<file path="src/rtl/wdog_pkg.sv">
package wdog_pkg;
  localparam int CNT_W = 16;

  typedef logic [CNT_W-1:0] cnt_t;

  // preset chosen by the protection state
  function automatic cnt_t preset_sel(input logic prot_on, input cnt_t open_val,
                                      input cnt_t prot_val);
    return prot_on ? prot_val : open_val;
  endfunction

  // one step of the countdown, load taking priority over counting
  function automatic cnt_t count_step(input cnt_t cur, input logic run,
                                      input logic load, input cnt_t preset);
    if (load)            return preset;
    else if (!run)       return cur;
    else if (cur == '0)  return preset;
    else                 return cur - cnt_t'(1);
  endfunction
endpackage

</file>
<file path="src/rtl/wdog_regs.sv">
module wdog_regs #(
  parameter int ADDR_W    = 8,
  parameter int DATA_W    = 8,
  parameter int PROT_BIT  = 7,
  parameter logic [ADDR_W-1:0] A_REFRESH = 8'h0D,
  parameter logic [ADDR_W-1:0] A_START   = 8'h0E,
  parameter logic [ADDR_W-1:0] A_PROT    = 8'h1C
) (
  input  logic              clk,
  input  logic              rst_n,
  input  logic              por_prot,
  input  logic [ADDR_W-1:0] addr,
  input  logic              we,
  input  logic [DATA_W-1:0] wdata,
  output logic [DATA_W-1:0] rdata,
  output logic              prot,
  output logic              refresh_ev,
  output logic              start_ev,
  output logic              prot_set_ev
);
  localparam logic [DATA_W-1:0] ALL_ONES = {DATA_W{1'b1}};

  logic wr_ref, wr_prot;
  logic ref_armed, prot_armed;

  assign wr_ref   = we && (addr == A_REFRESH);
  assign wr_prot  = we && (addr == A_PROT);
  assign start_ev = we && (addr == A_START);

  assign refresh_ev  = wr_ref && (wdata == ALL_ONES) && ref_armed;
  assign prot_set_ev = wr_prot && wdata[PROT_BIT] && prot_armed && !prot;

  always_ff @(posedge clk) begin
    if (!rst_n) begin
      ref_armed  <= 1'b0;
      prot_armed <= 1'b0;
      prot       <= por_prot;
    end else begin
      if (wr_ref) ref_armed <= (wdata == '0);
      if (we)     prot_armed <= wr_prot && !wdata[PROT_BIT];
      if (prot_set_ev) prot <= 1'b1;
    end
  end

  always_comb begin
    rdata = '0;
    if (addr == A_PROT) rdata[PROT_BIT] = prot;
  end

  // protection never falls back while out of reset
  p_prot_sticky_r10: assert property (@(posedge clk) disable iff (!rst_n)
    prot |=> prot);

  // the bit rises only on a write of 1 to the protection register
  p_prot_rise_r9: assert property (@(posedge clk) disable iff (!rst_n)
    (!prot && !(wr_prot && wdata[PROT_BIT])) |=> !prot);
endmodule

</file>
<file path="src/rtl/wdog_counter.sv">
module wdog_counter
  import wdog_pkg::*;
#(
  parameter cnt_t PRESET_OPEN = 16'h7FFF,
  parameter cnt_t PRESET_PROT = 16'h0FFF
) (
  input  logic clk,
  input  logic rst_n,
  input  logic por_prot,
  input  logic prot_next,
  input  logic load,
  input  logic start_ev,
  input  logic cnt_en,
  output logic underflow
);
  cnt_t cnt, preset;
  logic started, run;

  assign preset    = preset_sel(prot_next, PRESET_OPEN, PRESET_PROT);
  assign run       = started && cnt_en;
  assign underflow = run && (cnt == '0) && !load;

  always_ff @(posedge clk) begin
    if (!rst_n) begin
      started <= 1'b0;
      cnt     <= preset_sel(por_prot, PRESET_OPEN, PRESET_PROT);
    end else begin
      if (start_ev) started <= 1'b1;
      cnt <= count_step(cnt, run, load, preset);
    end
  end

  // once started, stays started
  p_start_sticky_r14: assert property (@(posedge clk) disable iff (!rst_n)
    started |=> started);

  // frozen before start unless loaded
  p_hold_stopped_r2: assert property (@(posedge clk) disable iff (!rst_n)
    (!started && !load) |=> $stable(cnt));

  // one decrement per enabled cycle
  p_dec_one_r3: assert property (@(posedge clk) disable iff (!rst_n)
    (started && cnt_en && !load && cnt != '0) |=> (cnt == cnt_t'($past(cnt) - 1'b1)));

  // underflow reloads the preset and lasts one cycle
  p_uf_reload_r4: assert property (@(posedge clk) disable iff (!rst_n)
    underflow |=> (cnt == $past(preset)) && !underflow);

  // any load lands on the selected preset
  p_load_value_r5: assert property (@(posedge clk) disable iff (!rst_n)
    load |=> (cnt == PRESET_OPEN || cnt == PRESET_PROT) && cnt == $past(preset));
endmodule

</file>
<file path="src/rtl/wdog_seq.sv">
module wdog_seq
  import wdog_pkg::*;
#(
  parameter int   ADDR_W      = 8,
  parameter int   DATA_W      = 8,
  parameter cnt_t PRESET_OPEN = 16'h7FFF,
  parameter cnt_t PRESET_PROT = 16'h0FFF
) (
  input  logic              clk,
  input  logic              rst_n,
  input  logic              por_prot,
  input  logic [ADDR_W-1:0] bus_addr,
  input  logic              bus_we,
  input  logic [DATA_W-1:0] bus_wdata,
  output logic [DATA_W-1:0] bus_rdata,
  input  logic              cnt_en,
  output logic              underflow
);
  logic prot, refresh_ev, start_ev, prot_set_ev;
  logic load, prot_next;

  assign load      = refresh_ev || prot_set_ev;
  assign prot_next = prot || prot_set_ev;

  wdog_regs #(.ADDR_W(ADDR_W), .DATA_W(DATA_W)) u_regs (
    .clk(clk), .rst_n(rst_n), .por_prot(por_prot),
    .addr(bus_addr), .we(bus_we), .wdata(bus_wdata), .rdata(bus_rdata),
    .prot(prot), .refresh_ev(refresh_ev), .start_ev(start_ev),
    .prot_set_ev(prot_set_ev)
  );

  wdog_counter #(.PRESET_OPEN(PRESET_OPEN), .PRESET_PROT(PRESET_PROT)) u_cnt (
    .clk(clk), .rst_n(rst_n), .por_prot(por_prot), .prot_next(prot_next),
    .load(load), .start_ev(start_ev), .cnt_en(cnt_en), .underflow(underflow)
  );

  // setting protection and refreshing are both loads; never two events at once
  p_single_src_r11: assert property (@(posedge clk) disable iff (!rst_n)
    !(refresh_ev && prot_set_ev));
endmodule

</file>
<file path="config.mk">
export PLATFORM = sky130hd
export DESIGN_NAME = wdog_seq
export DESIGN_NICKNAME = d
export VERILOG_FILES = /design/src/rtl/wdog_pkg.sv /design/src/rtl/wdog_regs.sv /design/src/rtl/wdog_counter.sv /design/src/rtl/wdog_seq.sv
export SDC_FILE = /design/constraint.sdc
export NUM_CORES = 1
export LEC_CHECK = 0
export BUFFER_PORTS_ARGS = -buffer_cell sky130_fd_sc_hd__buf_4
export CAP_MARGIN = 40
export CORE_MARGIN = 3
export CORE_UTILIZATION = 50
export CTS_CLUSTER_DIAMETER = 30
export DETAILED_ROUTE_END_ITERATION = 8
export PLACE_DENSITY = 0.8
export SETUP_SLACK_MARGIN = 0.1
export SYNTH_ARGS = -nofsm -noshare
export SYNTH_HDL_FRONTEND = slang
export SYNTH_SLANG_ARGS = --single-unit
</file>
<file path="constraint.sdc">
create_clock -name clk -period 3.5 [get_ports clk]
set_input_delay 0.35 -clock clk [delete_from_list [all_inputs] [get_ports clk]]
set_output_delay 0.35 -clock clk [all_outputs]
set_load 0.02 [all_outputs]
</file>
; ---- Word level (Yosys, flattened, before mapping)
; Cells that the tools add are included.
[op_classes]
n_mux = 9
n_eq_ne = 6
reduce_logical = 19
add_sub_neg = 1
[op_table]
columns = cell, count
row1 = 2-to-1 mux 16 bit, 4
row2 = 2-to-1 mux 15 bit, 2
row3 = equality test 8 x 4 -> 1 bit (second input constant), 2
row4 = logical NOT 16 bit, 1
row5 = subtractor 16 x 1 -> 16 bit (second input constant), 1
row6 = logical AND 1 bit, 12
row7 = equality test 8 x 5 -> 1 bit (second input constant), 1
row8 = equality test 8 bit (second input constant), 1
row9 = logical NOT 8 bit, 1
row10 = logical NOT 1 bit, 3
row11 = 2-to-1 mux 1 bit, 3
row12 = != test 3 x 1 -> 1 bit (second input constant), 1
row13 = logical OR 1 bit, 2
row14 = != test 2 x 1 -> 1 bit (second input constant), 1
[totals]
out_inout_bits = 9
in_bits = 21
elab_cells = 40
ff_bits = 20

; ---- Logic depth before layout (Yosys ltp)
[depth]
word_depth = 11
ltp_mapped = 7
depth_no_buf = 7

; ---- By module
; Synthesis repeated with hierarchy kept, for this count alone.
[unflattened]
hier_cells = 134
area_unflattened_um2 = 1315.0
[modules_own_cells]
columns = module, area_each_um2, n_inst, seq_area_each_um2, cells_per_inst
row1 = wdog_counter, 999.7, 1, 500.5, 94
row2 = wdog_regs, 302.8, 1, 70.1, 38
row3 = wdog_seq, 12.5, 1, 0.0, 2

; ---- Least setup slack after synthesis
; Ideal clock, no wire load.
[synth_timing]
path_type = input to register
from = input port bus_addr[7]
to = register u_cnt.cnt[0] (enable)
slack_ns = 1.013
stages = 5
n_path_buf = 0
required_ns = 3.128
setup_time_ns = 0.372
t_arrival_ns = 2.115
path_cell_list = or3b_4 or4_4 nor4_4 nor2_1 nand2_1
[synth_via]
elab_chain_cells = 7
word_cells_on_any_way = 11
cone_classes = eq/ne: 3 / reduce/logical: 8
[synth_rtl]
columns = item, line
row1 = from (decl), wdog_seq.sv:12  ; input logic [ADDR_W-1:0] bus_addr,
row2 = equality test 8 x 5 -> 1 bit, wdog_regs.sv:27  ; assign wr_prot = we && (addr == A_PROT);
row3 = logical AND 1 bit, wdog_regs.sv:27
row4 = logical AND 1 bit (3 in series), wdog_regs.sv:31  ; assign prot_set_ev = wr_prot && wdata[PROT_BIT] && prot_armed && !prot;
row5 = logical OR 1 bit *, wdog_seq.sv:22  ; assign load = refresh_ev || prot_set_ev;
row6 = != test 3 x 1 -> 1 bit (no source line) *, n/a
row7 = to (signal assigned), wdog_counter.sv:26  ; cnt <= preset_sel(por_prot, PRESET_OPEN, PRESET_PROT);
row8 = to (signal assigned), wdog_counter.sv:29  ; cnt <= count_step(cnt, run, load, preset);
row9 = to (decl), wdog_counter.sv:16  ; cnt_t cnt, preset;
; Mark *: on every way between the ends. The rest lies on a longest branch, timed or not.
; A chain may end at the register's enable or synchronous reset.

; ---- Final worst setup path
[layout_timing]
from = register u_cnt.cnt[9]
to = output port underflow
[layout_via]
elab_chain_cells = 3
[layout_rtl]
columns = item, line
row1 = logical NOT 16 bit, wdog_counter.sv:21  ; assign underflow = run && (cnt == '0) && !load;
row2 = logical AND 1 bit (2 in series), wdog_counter.sv:21
row3 = to (decl), wdog_seq.sv:17  ; output logic underflow
; Every way passes these cells.

==> summary.md <==
| Metric | Value |
|---|---|
| Synth Register Bits | 20 |
| CP endpoint kind | output pin |
| Dpl ws | 0.6742 ns |
| First-pass GRT wire length | 3988 microns |
| Slack of the critical path | 0.9429 ns |
| Async SR Flop Fraction | 0 |
| Routed Antenna Nets | 0 |
| Die width | 56.30 microns |
| Synth Flop Type | edfxtp_1 |
| WL final | 2309 microns |
| Initial DRC Count | 8 |
| Router iterations before antenna repair | 4 |
| Post-CTS Setup Bufs | 0 |
| Slew @ Worst Pin | 0.7601 ns |
| Die area | 0.003170 sq mm |
| Clock buffers created by TritonCTS | 3 |
| Fmax | 391.1 MHz |
| Top cells by area, synth | edfxtp_1 (40%), nand2_1 (5.9%), xor2_1 (4.8%), dfxtp_1 (4.7%), buf_4 (4.2%) |
| Clock Latency Late Sink | 0.29 ns |
| DRC Markers | 0 |
| Commonest cells in the netlist | nand2_1 (20), edfxtp_1 (17), nor2_1 (11) |
| PostCTS Resize Cnt | 0 |
| Synth Instances | 126 |
| EDFF count, synth | 17 |
| CTS Hold Buffers Added | 0 |
| Worst r2r path cells | 5 |
| Cell taking the most area after synthesis | edfxtp_1 |
| Vias in the first global route | 970 |
| Vias post-DR | 976 |
| Synthesized area | 0.001265 sq mm |
| Leakage | 0.5130 nW |
| Root buf cell | clkbuf_4 |
| Seq/Total Area, Yosys | 0.4510 |
| Clk pin slew, worst setup/hold paths | 0.12 ns |
| Placed cell count | 175 |
| Crit share post-route | 0.7306 |
| CP max FO | 6 |
| Pins Over Slew Limit | 0 |
| Avg Inst Size Synth | 10.04 sq um |
| Remaining global-route overflow | 0 |
| Largest net degree at the start of global routing | 17 |
| Port bufs | 22 |
| Critical path type | flop to output pin |
| Nets | 175 |
| Aggregate global-route resource usage | 0.1572 |
| Status | finished clean |
| CTS max path bufs | 2 |
| Inserted Diodes | 0 |
| Core area | 0.002297 sq mm |
| Yosys top cell area share | 0.4036 |
| Count leader, synth | nand2_1 |
| Setup_tns | 0 ns |
| Worst hold path cell count | 3 |
| Detailed-route vias per instance | 5.453 |
| Tmin final | 2.557 ns |
| GP Congestion | 0.7394 |
| Initial Util | 0.5507 |
| Final Non-Filler Cells | 179 |
| Worst Path Required | 3.15 ns |
| Peak supply drop | 0.1352 mV |
| Max_slew headroom | 0.4905 |
| Placed wire-length estimate | 1811 microns |
| Layout cells sized above 1 | 0.2252 |
| CTS tree | done |
| Startpoint types | flop |
| Max Cap Violations | 0 |
| Synthesis warning total | 0 |
| Die height | 56.30 microns |
| IO Count | 30 |
| Synth unique cells | 35 |
| Layout Area Growth over Synthesis | 15.23% |
| Data arrival time of the critical path | 2.21 ns |
| Initial antenna violation count | 0 |
| RSZ-0062 raised after global routing | false |
| Worst min path class | input pin to flop |
| Setup Viol. Count Final | 0 |
| # clock sinks | 20 |
| # H-tree levels | 1 |
| Pwr Density | 301.3 mW/mm^2 |
| WL per Instance | 12.90 microns |
| Final hold violations | 0 |
| # rows | 17 |
| Fin Clk Skew | 0.006762 ns |
final timing paths:
kind,startpoint,endpoint,slack (ns)
hold reg to reg,u_cnt.started,u_cnt.started,0.48
setup / recovery,u_cnt.cnt[9],underflow,0.94
hold / removal,por_prot,u_regs.prot,0.30
setup reg to reg,u_cnt.cnt[9],u_cnt.cnt[15],1.40
per-stage QoR:
stage	total power, mW	area [sq um]	hold slack [ns]	util
floorplan	0.3137	1287	0.4406	-
global placement	0.3319	1431	0.4493	0.6231
detailed placement	0.3338	1431	0.4529	0.6231
CTS	0.4433	1458	0.2908	0.6345
global route	0.4653	1458	0.3062	0.6345
finish	0.4391	1458	0.3003	0.6345
power breakdown:
part	internal [mW]	total, mW	switching, mW
clock network	0.0414	0.111	0.0692
logic	0.0261	0.0561	0.0300
registers	0.266	0.272	0.00627
total	0.334	0.439	0.106
logic make-up after synthesis:
family | Yosys count | share of synthesized area
adders and majority gates | 2 | 0.01978
buffers and inverters | 12 | 0.06231
other | 1 | 0.002965
AOI/OAI and AO/OA | 9 | 0.06132
DFF | 20 | 0.4510
xor gates and xnor gates | 13 | 0.09001
and+or+nand+nor | 69 | 0.3126
cell type report:
type	instances	area [sq um]
Clock buffer	3	22.52
Clock inverter	1	3.754
Fill cell	197	839.6
Inverter	4	15.01
Multi-Input combinational cell	100	638.1
Sequential cell	20	570.5
Tap cell	28	35.03
Timing Repair Buffer	23	172.7
critical path: stages, from the launching register on:
cell	delay (ns)
edfxtp_1	0.48
nor4_1	0.48
nand2b_1	0.14
nor2_1	0.35
nor4b_1	0.28
buf_4	0.19
state kept, by name (all words and copies together), names as in the netlist:
| signal | flops |
|---|---|
| u_cnt.cnt | 16 |
| u_regs.prot_armed | 1 |
| u_cnt.started | 1 |
| u_regs.ref_armed | 1 |
| u_regs.prot | 1 |
placed cells by master, fill, tap and decap left out, types with 2 or more instances in the layout:
| cell | n |
|---|---|
| buf_4 | 23 |
| nand2_1 | 20 |
| edfxtp_1 | 17 |
| nor2_1 | 11 |
| xor2_1 | 7 |
| conb_1 | 7 |
| nor4_1 | 6 |
| xnor2_1 | 6 |
| nor3_1 | 5 |
| inv_1 | 4 |
| nand3_1 | 4 |
| nand2b_1 | 3 |
| nand4_1 | 3 |
| nand3b_1 | 3 |
| o21ai_0 | 3 |
| clkbuf_4 | 3 |
| dfxtp_1 | 3 |
| nor4b_1 | 2 |
| o21a_1 | 2 |
| or3_1 | 2 |
| ha_1 | 2 |
per-layer routing:
| layer | part of all wire | global-route usage | vias to the layer above | wire, microns |
|---|---|---|---|---|
| li1 | - | - | 491 | - |
| met1 | 0.44 | 0.1785 | 454 | 1008 |
| met2 | 0.49 | 0.2738 | 27 | 1140 |
| met3 | 0.054 | 0.03218 | 4 | 124 |
| met4 | 0.016 | 0.08475 | 0 | 36 |
| met5 | 0 | 0 | - | 0 |
Note: power is estimated with default switching activity, not from simulation.
